`src/rtl/wbc_pkg.sv`:
```
`timescale 1ns/1ps
package wbc_pkg;
  localparam int WBC_STAGES = 15;
  localparam int WBC_OUT_W  = 12;
  localparam int WBC_COEF_W = 16;
  localparam int WBC_FRAC_W = 4;

  // Ideal binary weight of stage k, in fixed point with frac_w fractional bits.
  function automatic int unsigned wbc_nominal(int k, int out_w, int frac_w);
    int e;
    e = out_w - 1 - k + frac_w;
    if (e < 0) return 0;
    return 32'd1 << e;
  endfunction
endpackage

```
`src/rtl/wbc_rst_sync.sv`:
```
`timescale 1ns/1ps
module wbc_rst_sync (
  input  logic clk,
  input  logic rst_n_a,
  output logic rst_n_s
);
  logic [1:0] sync_q, sync_d;

  always_comb sync_d = {sync_q[0], 1'b1};

  always_ff @(posedge clk or negedge rst_n_a) begin
    if (!rst_n_a) sync_q <= '0;
    else          sync_q <= sync_d;
  end

  assign rst_n_s = sync_q[1];
endmodule

```
`src/rtl/wbc_deskew.sv`:
```
`timescale 1ns/1ps
module wbc_deskew #(
  parameter int N = 15
) (
  input  logic         clk,
  input  logic         rst_n,
  input  logic [N-1:0] bits_in,
  output logic [N-1:0] aligned_o
);
  // Stage k arrives k clocks late, so it waits N-k registers.
  for (genvar k = 0; k < N; k++) begin : g_bit
    localparam int DEPTH = N - k;
    if (DEPTH == 1) begin : g_one
      logic line_q, line_d;
      always_comb line_d = bits_in[k];
      always_ff @(posedge clk or negedge rst_n) begin
        if (!rst_n) line_q <= 1'b0;
        else        line_q <= line_d;
      end
      assign aligned_o[k] = line_q;
    end else begin : g_line
      logic [DEPTH-1:0] line_q, line_d;
      always_comb line_d = {line_q[DEPTH-2:0], bits_in[k]};
      always_ff @(posedge clk or negedge rst_n) begin
        if (!rst_n) line_q <= '0;
        else        line_q <= line_d;
      end
      assign aligned_o[k] = line_q[DEPTH-1];
    end
  end

  // The last stage needs only one register of alignment.
  assert_last_stage_align_R1: assert property (@(posedge clk) disable iff (!rst_n)
    $past(rst_n) |-> (aligned_o[N-1] == $past(bits_in[N-1])));
endmodule

```
`src/rtl/wbc_coef_ram.sv`:
```
`timescale 1ns/1ps
module wbc_coef_ram
  import wbc_pkg::*;
#(
  parameter int N      = 15,
  parameter int COEF_W = 16,
  parameter int OUT_W  = 12,
  parameter int FRAC_W = 4,
  parameter int ADDR_W = 4
) (
  input  logic                       clk,
  input  logic                       rst_n,
  input  logic                       we,
  input  logic [ADDR_W-1:0]          addr,
  input  logic [COEF_W-1:0]          wdata,
  output logic [N-1:0][COEF_W-1:0]   coefs_o
);
  typedef logic [N-1:0][COEF_W-1:0] coef_vec_t;

  function automatic coef_vec_t build_nominal();
    coef_vec_t v;
    for (int k = 0; k < N; k++) v[k] = COEF_W'(wbc_nominal(k, OUT_W, FRAC_W));
    return v;
  endfunction

  localparam coef_vec_t NOMINAL = build_nominal();

  coef_vec_t mem_q, mem_d;
  logic      addr_ok, wr_en;

  always_comb begin
    addr_ok = (int'(addr) < N);
    wr_en   = we && addr_ok;
    mem_d   = mem_q;
    if (addr_ok) mem_d[addr] = wdata;
  end

  always_ff @(posedge clk or negedge rst_n) begin
    if (!rst_n)     mem_q <= NOMINAL;
    else if (wr_en) mem_q <= mem_d;
  end

  assign coefs_o = mem_q;

  assert_write_lands_R8: assert property (@(posedge clk) disable iff (!rst_n)
    (we && int'(addr) < N) |=> (mem_q[$past(addr)] == $past(wdata)));

  assert_bad_addr_ignored_R9: assert property (@(posedge clk) disable iff (!rst_n)
    (we && int'(addr) >= N) |=> $stable(mem_q));
endmodule

```
`src/rtl/wbc_accum.sv`:
```
`timescale 1ns/1ps
module wbc_accum #(
  parameter int N      = 15,
  parameter int COEF_W = 16,
  parameter int OUT_W  = 12,
  parameter int FRAC_W = 4
) (
  input  logic                     clk,
  input  logic                     rst_n,
  input  logic [N-1:0]             aligned_i,
  input  logic [N-1:0][COEF_W-1:0] coefs_i,
  output logic [OUT_W-1:0]         code_o
);
  localparam int SUM_W   = COEF_W + $clog2(N + 1);
  localparam int WHOLE_W = SUM_W - FRAC_W + 1;
  localparam int HALF    = 1 << (FRAC_W - 1);
  localparam int MAXC    = (1 << OUT_W) - 1;
  localparam logic [SUM_W-1:0] SAT_LIM = SUM_W'(((MAXC + 1) << FRAC_W) - HALF);

  logic [SUM_W-1:0]   sum_q, sum_d;
  logic [SUM_W:0]     rnd_w;
  logic [WHOLE_W-1:0] whole;
  logic [OUT_W-1:0]   code_q, code_d;

  // The whole sum is formed in one cycle from one snapshot of the weights.
  always_comb begin
    sum_d = '0;
    for (int k = 0; k < N; k++)
      if (aligned_i[k]) sum_d = sum_d + SUM_W'(coefs_i[k]);
  end

  always_comb begin
    rnd_w = {1'b0, sum_q} + (SUM_W + 1)'(HALF);
    whole = rnd_w[SUM_W:FRAC_W];
    if (whole > WHOLE_W'(MAXC)) code_d = OUT_W'(MAXC);
    else                        code_d = whole[OUT_W-1:0];
  end

  always_ff @(posedge clk or negedge rst_n) begin
    if (!rst_n) begin
      sum_q  <= '0;
      code_q <= '0;
    end else begin
      sum_q  <= sum_d;
      code_q <= code_d;
    end
  end

  assign code_o = code_q;

  assert_clamp_top_R4: assert property (@(posedge clk) disable iff (!rst_n)
    (sum_q >= SAT_LIM) |=> (code_o == OUT_W'(MAXC)));
endmodule

```
`src/rtl/wbit_corrector.sv`:
```
`timescale 1ns/1ps
module wbit_corrector
  import wbc_pkg::*;
#(
  parameter int N      = WBC_STAGES,
  parameter int OUT_W  = WBC_OUT_W,
  parameter int COEF_W = WBC_COEF_W,
  parameter int FRAC_W = WBC_FRAC_W,
  localparam int ADDR_W = $clog2(N)
) (
  input  logic              clk,
  input  logic              rst_n,
  input  logic [N-1:0]      stage_bits,
  input  logic              coef_we,
  input  logic [ADDR_W-1:0] coef_addr,
  input  logic [COEF_W-1:0] coef_wdata,
  output logic [OUT_W-1:0]  code_out,
  output logic              code_valid
);
  localparam int LAT    = N + 2;
  localparam int FILL_W = $clog2(LAT + 1);

  logic                     rst_n_s;
  logic [N-1:0]             aligned;
  logic [N-1:0][COEF_W-1:0] coefs;
  logic [FILL_W-1:0]        fill_q, fill_d;
  logic                     fill_en;

  wbc_rst_sync i_rst_sync (
    .clk     (clk),
    .rst_n_a (rst_n),
    .rst_n_s (rst_n_s)
  );

  wbc_deskew #(.N(N)) i_deskew (
    .clk       (clk),
    .rst_n     (rst_n_s),
    .bits_in   (stage_bits),
    .aligned_o (aligned)
  );

  wbc_coef_ram #(
    .N(N), .COEF_W(COEF_W), .OUT_W(OUT_W), .FRAC_W(FRAC_W), .ADDR_W(ADDR_W)
  ) i_coef_ram (
    .clk     (clk),
    .rst_n   (rst_n_s),
    .we      (coef_we),
    .addr    (coef_addr),
    .wdata   (coef_wdata),
    .coefs_o (coefs)
  );

  wbc_accum #(
    .N(N), .COEF_W(COEF_W), .OUT_W(OUT_W), .FRAC_W(FRAC_W)
  ) i_accum (
    .clk       (clk),
    .rst_n     (rst_n_s),
    .aligned_i (aligned),
    .coefs_i   (coefs),
    .code_o    (code_out)
  );

  // Fill counter: saturates once every stage of the pipeline holds real data.
  always_comb begin
    fill_en = (fill_q != FILL_W'(LAT));
    fill_d  = fill_q + FILL_W'(1);
  end

  always_ff @(posedge clk or negedge rst_n_s) begin
    if (!rst_n_s)     fill_q <= '0;
    else if (fill_en) fill_q <= fill_d;
  end

  assign code_valid = (fill_q == FILL_W'(LAT));

  assert_valid_sticky_R6: assert property (@(posedge clk) disable iff (!rst_n_s)
    code_valid |=> code_valid);
endmodule

```
`config.mk`:
```
export PLATFORM = sky130hd
export DESIGN_NAME = wbit_corrector
export DESIGN_NICKNAME = d
export VERILOG_FILES = /design/src/rtl/wbc_pkg.sv /design/src/rtl/wbc_rst_sync.sv /design/src/rtl/wbc_deskew.sv /design/src/rtl/wbc_coef_ram.sv /design/src/rtl/wbc_accum.sv /design/src/rtl/wbit_corrector.sv
export SDC_FILE = /design/constraint.sdc
export NUM_CORES = 1
export LEC_CHECK = 0
export BUFFER_PORTS_ARGS = -buffer_cell sky130_fd_sc_hd__buf_4
export CAP_MARGIN = 20
export CORE_ASPECT_RATIO = 2
export CORE_MARGIN = 3
export CORE_UTILIZATION = 25
export CTS_BUF_LIST = sky130_fd_sc_hd__clkbuf_4 sky130_fd_sc_hd__clkbuf_8 sky130_fd_sc_hd__clkbuf_16
export DETAILED_ROUTE_END_ITERATION = 7
export PLACE_DENSITY = 0.46
export SYNTH_ARGS = -nofsm -noshare
export SYNTH_HDL_FRONTEND = slang
export SYNTH_SLANG_ARGS = --single-unit
```
`constraint.sdc`:
```
create_clock -name clk -period 15.5 [get_ports clk]
set_clock_uncertainty 0.15 [all_clocks]
set_input_delay 3.1 -clock clk [delete_from_list [all_inputs] [get_ports clk]]
set_output_delay 3.1 -clock clk [all_outputs]
set_load 0.005 [all_outputs]
```
==> metrics.txt <==
mux cell area share after synthesis=0.127; pin count of the biggest net entering global routing=128; Final Hold Viols=0; Netlist cell types=97; WP data arrival=16.43 ns; PnR worst setup slack=-0.597 ns; post-layout min period=16.10 ns; Cell Rows=169; die height=471 um; Most Frequent Cell on Critical Path=ha_1; Synth Area in Simple Gates=0.120; ys flop type=dfrtp_1; slowest stage delay, CP=0.44 ns; failing checks=negative setup slack; Design Area, Final=36800 um2; area grow syn2layout=36.3%; total track usage=0.146; number of port buffers=50; CORE AREA=107000 um2; Initial Utilization=0.253; FFs w/ async S/R, synth=1.00; post-synthesis register bit count=396; worst hold-check path type=reg2async; Worst-Skew Late Latency=0.59 ns; RD Place Congestion=0.835; Slew Limit Fails=0; CP endpoint kind=flop; H-tree depth=2; CP top delay family=compound AO/OA/AOI/OAI gates; final setup fails=6; CP endpoint=i_accum.sum_q[19]; Final #Nets=3702; stages on the worst setup path=90; multi-input logic area=17600 um2; post-DR vias/cell=4.71; Critical path origin=i_deskew.g_bit[0].g_line.line_q[14]; DR DRC count=0; gate count after technology mapping=2730; antenna violations before repair=1; Root Buffer=clkbuf_16; r2r worst-path depth=90; RR Startpoint=i_deskew.g_bit[0].g_line.line_q[14]; Slew HR=0.258; layout cells sized above 1=0.394; Synth Area in Compound Gates=0.173; vias in the first global route=24813; Slowest-stage cell, CP=dfrtp_2; vias=22720; Die Area=112000 um2; largest family of logic cells by synthesized area=compound AO/OA/AOI/OAI gates; Final Cycle Share=1.04; fillers=11085; Worst setup SP type=flop; XOR/XNOR Fraction of Synth Area=0.0645; Reg-to-Reg End=i_accum.sum_q[19]; clock sinks=396; DP Area=33500 um2; Routed WL=82300 um; Synth Area in Adders=0.117; syn_area_per_cell=9.89 um2; EDFF count, synth=0; syn_nets=3012; global-route wire length before repair=130000 um; Num CTS Buffers=42; RSZ-0062 raised after global routing=true; FF+latch area=9930 um2; Die X=238 um; grt ovf=0; Max Freq=62.1 MHz; post-route ant nets=0; area of the mapped netlist=27000 um2; Crit Path Max Fanout=5; WS Path Type=reg2reg; CTS tree=built; drt wl/cell=17.1 um; clock buffer depth=3; worst slew pin tran=1.11 ns; 1st-iter DRT viols=614; Buf/Inv on CP=3; outcome=complete, but fails checks; share of the yosys chip area belonging to registers=0.368; Reg clk slew, reported paths=0.07 ns; reg-to-reg setup timing slack=-0.60 ns; Required @ worst endpoint=15.84 ns; max cap viols=0; synth warn=0; I/O pin count=51; Post-DP HPWL=64400 um; first-pass detailed-route iteration total=5
[cell usage in the layout (no fill, tap or decap), types with 15 or more instances in the layout]
| cell | count |
|---|---|
| nor2_1 | 171 |
| clkbuf_16 | 43 |
| xnor2_1 | 108 |
| o21ai_0 | 135 |
| o21a_1 | 72 |
| or3_1 | 21 |
| a31o_2 | 17 |
| o21ai_1 | 30 |
| nor3_1 | 38 |
| o21bai_1 | 16 |
| ha_4 | 48 |
| a21oi_1 | 123 |
| mux2i_1 | 19 |
| dfrtp_1 | 379 |
| nand2_1 | 193 |
| a21o_1 | 72 |
| inv_1 | 119 |
| xor2_1 | 59 |
| mux2_2 | 273 |
| a21oi_2 | 30 |
| a211oi_1 | 23 |
| o211ai_1 | 21 |
| nor2b_1 | 47 |
| nand3_1 | 26 |
| dfstp_2 | 15 |
| nand2b_1 | 36 |
| o21ai_2 | 15 |
| buf_4 | 724 |
| and2_1 | 19 |
| ha_1 | 180 |
[per-stage QoR]
| step | std cells | hold slack, ns | utilization | setup slack, ns | TNS [ns] |
|---|---|---|---|---|---|
| floorplan | 2730 | 0.181 | - | -0.321 | -0.551 |
| global placement | 4659 | 0.164 | 0.315 | -1.57 | -9.76 |
| detailed placement | 4659 | 0.163 | 0.315 | -1.69 | -10.76 |
| CTS | 4797 | 0.171 | 0.338 | -0.749 | -3.80 |
| global route | 4821 | 0.189 | 0.345 | -1.61 | -11.19 |
| finish | 4821 | 0.141 | 0.345 | -0.597 | -2.95 |
[registers in the layout (all words and copies together) (netlist names)]
register,count
fill_q,5
i_deskew.g_bit.g_one.line_q,1
i_rst_sync.sync_q,2
i_coef_ram.coefs_o,240
i_accum.sum_q,17
i_deskew.g_bit.g_line.line_q,119
i_accum.code_o,12
[logic make-up after synthesis]
kind of cell	Yosys count
AND/OR/NAND/NOR	669
flip-flops	396
XOR/XNOR	187
AO/OA/AOI/OAI	711
buffers and inverters	215
other	1
multiplexers	305
adder cells (fa/ha/maj)	246
[per-layer routing]
layer / GRT usage / routed length (um) / vias up
met5: 0 / 0 / -
met4: 0.0617 / 3540 / 0
met3: 0.00973 / 1150 / 152
met2: 0.327 / 51200 / 231
met1: 0.124 / 26400 / 11162
li1: - / - / 11175
[worst min path at each step]
| stage | startpoint | endpoint | slack [ns] | cells past startpoint |
|---|---|---|---|---|
| 2_1_floorplan | i_deskew.g_bit[0].g_line.line_q[9] | i_deskew.g_bit[0].g_line.line_q[10] | 0.18 | 0 |
| 3_5_place_dp | i_rst_sync.sync_q[1] | i_deskew.g_bit[8].g_line.line_q[0] | 0.16 | 0 |
| 5_1_grt | i_rst_sync.sync_q[1] | i_deskew.g_bit[7].g_line.line_q[0] | 0.19 | 0 |
| 6_report | i_rst_sync.sync_q[1] | i_deskew.g_bit[7].g_line.line_q[0] | 0.14 | 0 |
| 3_3_place_gp | i_rst_sync.sync_q[1] | fill_q[1] | 0.16 | 0 |
| 4_1_cts | i_rst_sync.sync_q[1] | i_deskew.g_bit[10].g_line.line_q[0] | 0.17 | 0 |
[area by class of cell]
cell class / count / share of cell area
Clock inverter: 22 / 0.00861
Clock buffer: 54 / 0.0322
Inverter: 127 / 0.0130
Antenna cell: 1 / 0.0000680
Timing Repair Buffer: 734 / 0.151
Multi-Input combinational cell: 2119 / 0.478
Sequential cell: 396 / 0.270
Tap cell: 1368 / 0.0465
[synthesized netlist by cell type (6+ instances only)]
| cell type | count | share of area |
|---|---|---|
| a211o_1 | 9 | 0.0029 |
| a211oi_1 | 30 | 0.0083 |
| a21boi_0 | 14 | 0.0039 |
| a21o_1 | 72 | 0.020 |
| a21oi_1 | 154 | 0.029 |
| a22oi_1 | 11 | 0.0031 |
| a311oi_1 | 8 | 0.0026 |
| a31o_2 | 19 | 0.0062 |
| a31oi_1 | 11 | 0.0026 |
| a41oi_1 | 6 | 0.0019 |
| and2_1 | 24 | 0.0056 |
| and3_1 | 11 | 0.0026 |
| buf_1 | 7 | 0.00097 |
| clkbuf_1 | 77 | 0.011 |
| dfrtp_1 | 381 | 0.35 |
| dfstp_2 | 15 | 0.015 |
| fa_1 | 13 | 0.0096 |
| ha_1 | 231 | 0.11 |
| inv_1 | 125 | 0.017 |
| mux2_2 | 279 | 0.12 |
| mux2i_1 | 19 | 0.0070 |
| nand2_1 | 198 | 0.028 |
| nand2b_1 | 36 | 0.0083 |
| nand3_1 | 32 | 0.0059 |
| nand3b_1 | 6 | 0.0017 |
| nand4_1 | 7 | 0.0016 |
| nor2_1 | 186 | 0.026 |
| nor2b_1 | 49 | 0.011 |
| nor3_1 | 44 | 0.0082 |
| nor4_1 | 6 | 0.0014 |
| o2111ai_1 | 7 | 0.0023 |
| o211ai_1 | 21 | 0.0058 |
| o21a_1 | 72 | 0.020 |
| o21ai_0 | 174 | 0.032 |
| o21bai_1 | 18 | 0.0050 |
| o22ai_1 | 7 | 0.0016 |
| o31a_1 | 9 | 0.0029 |
| o31ai_1 | 10 | 0.0028 |
| or2_2 | 15 | 0.0035 |
| or3_1 | 26 | 0.0060 |
| xnor2_1 | 118 | 0.038 |
| xor2_1 | 60 | 0.019 |
[what timing repair did]
action | 4_1_cts | 5_1_grt
hold buffers | 0 | 0
buffers inserted | 62 | 23
gates resized for setup | 106 | 111
pin swaps | 81 | 49
endpoints found under the setup margin | 9 | 13
gates cloned | 0 | 0
hold endpoints to repair | 0 | 0
Power is left out: the tool's default activity adds up to more than one toggle a clock period on the data nets, which glitch-free logic cannot reach.
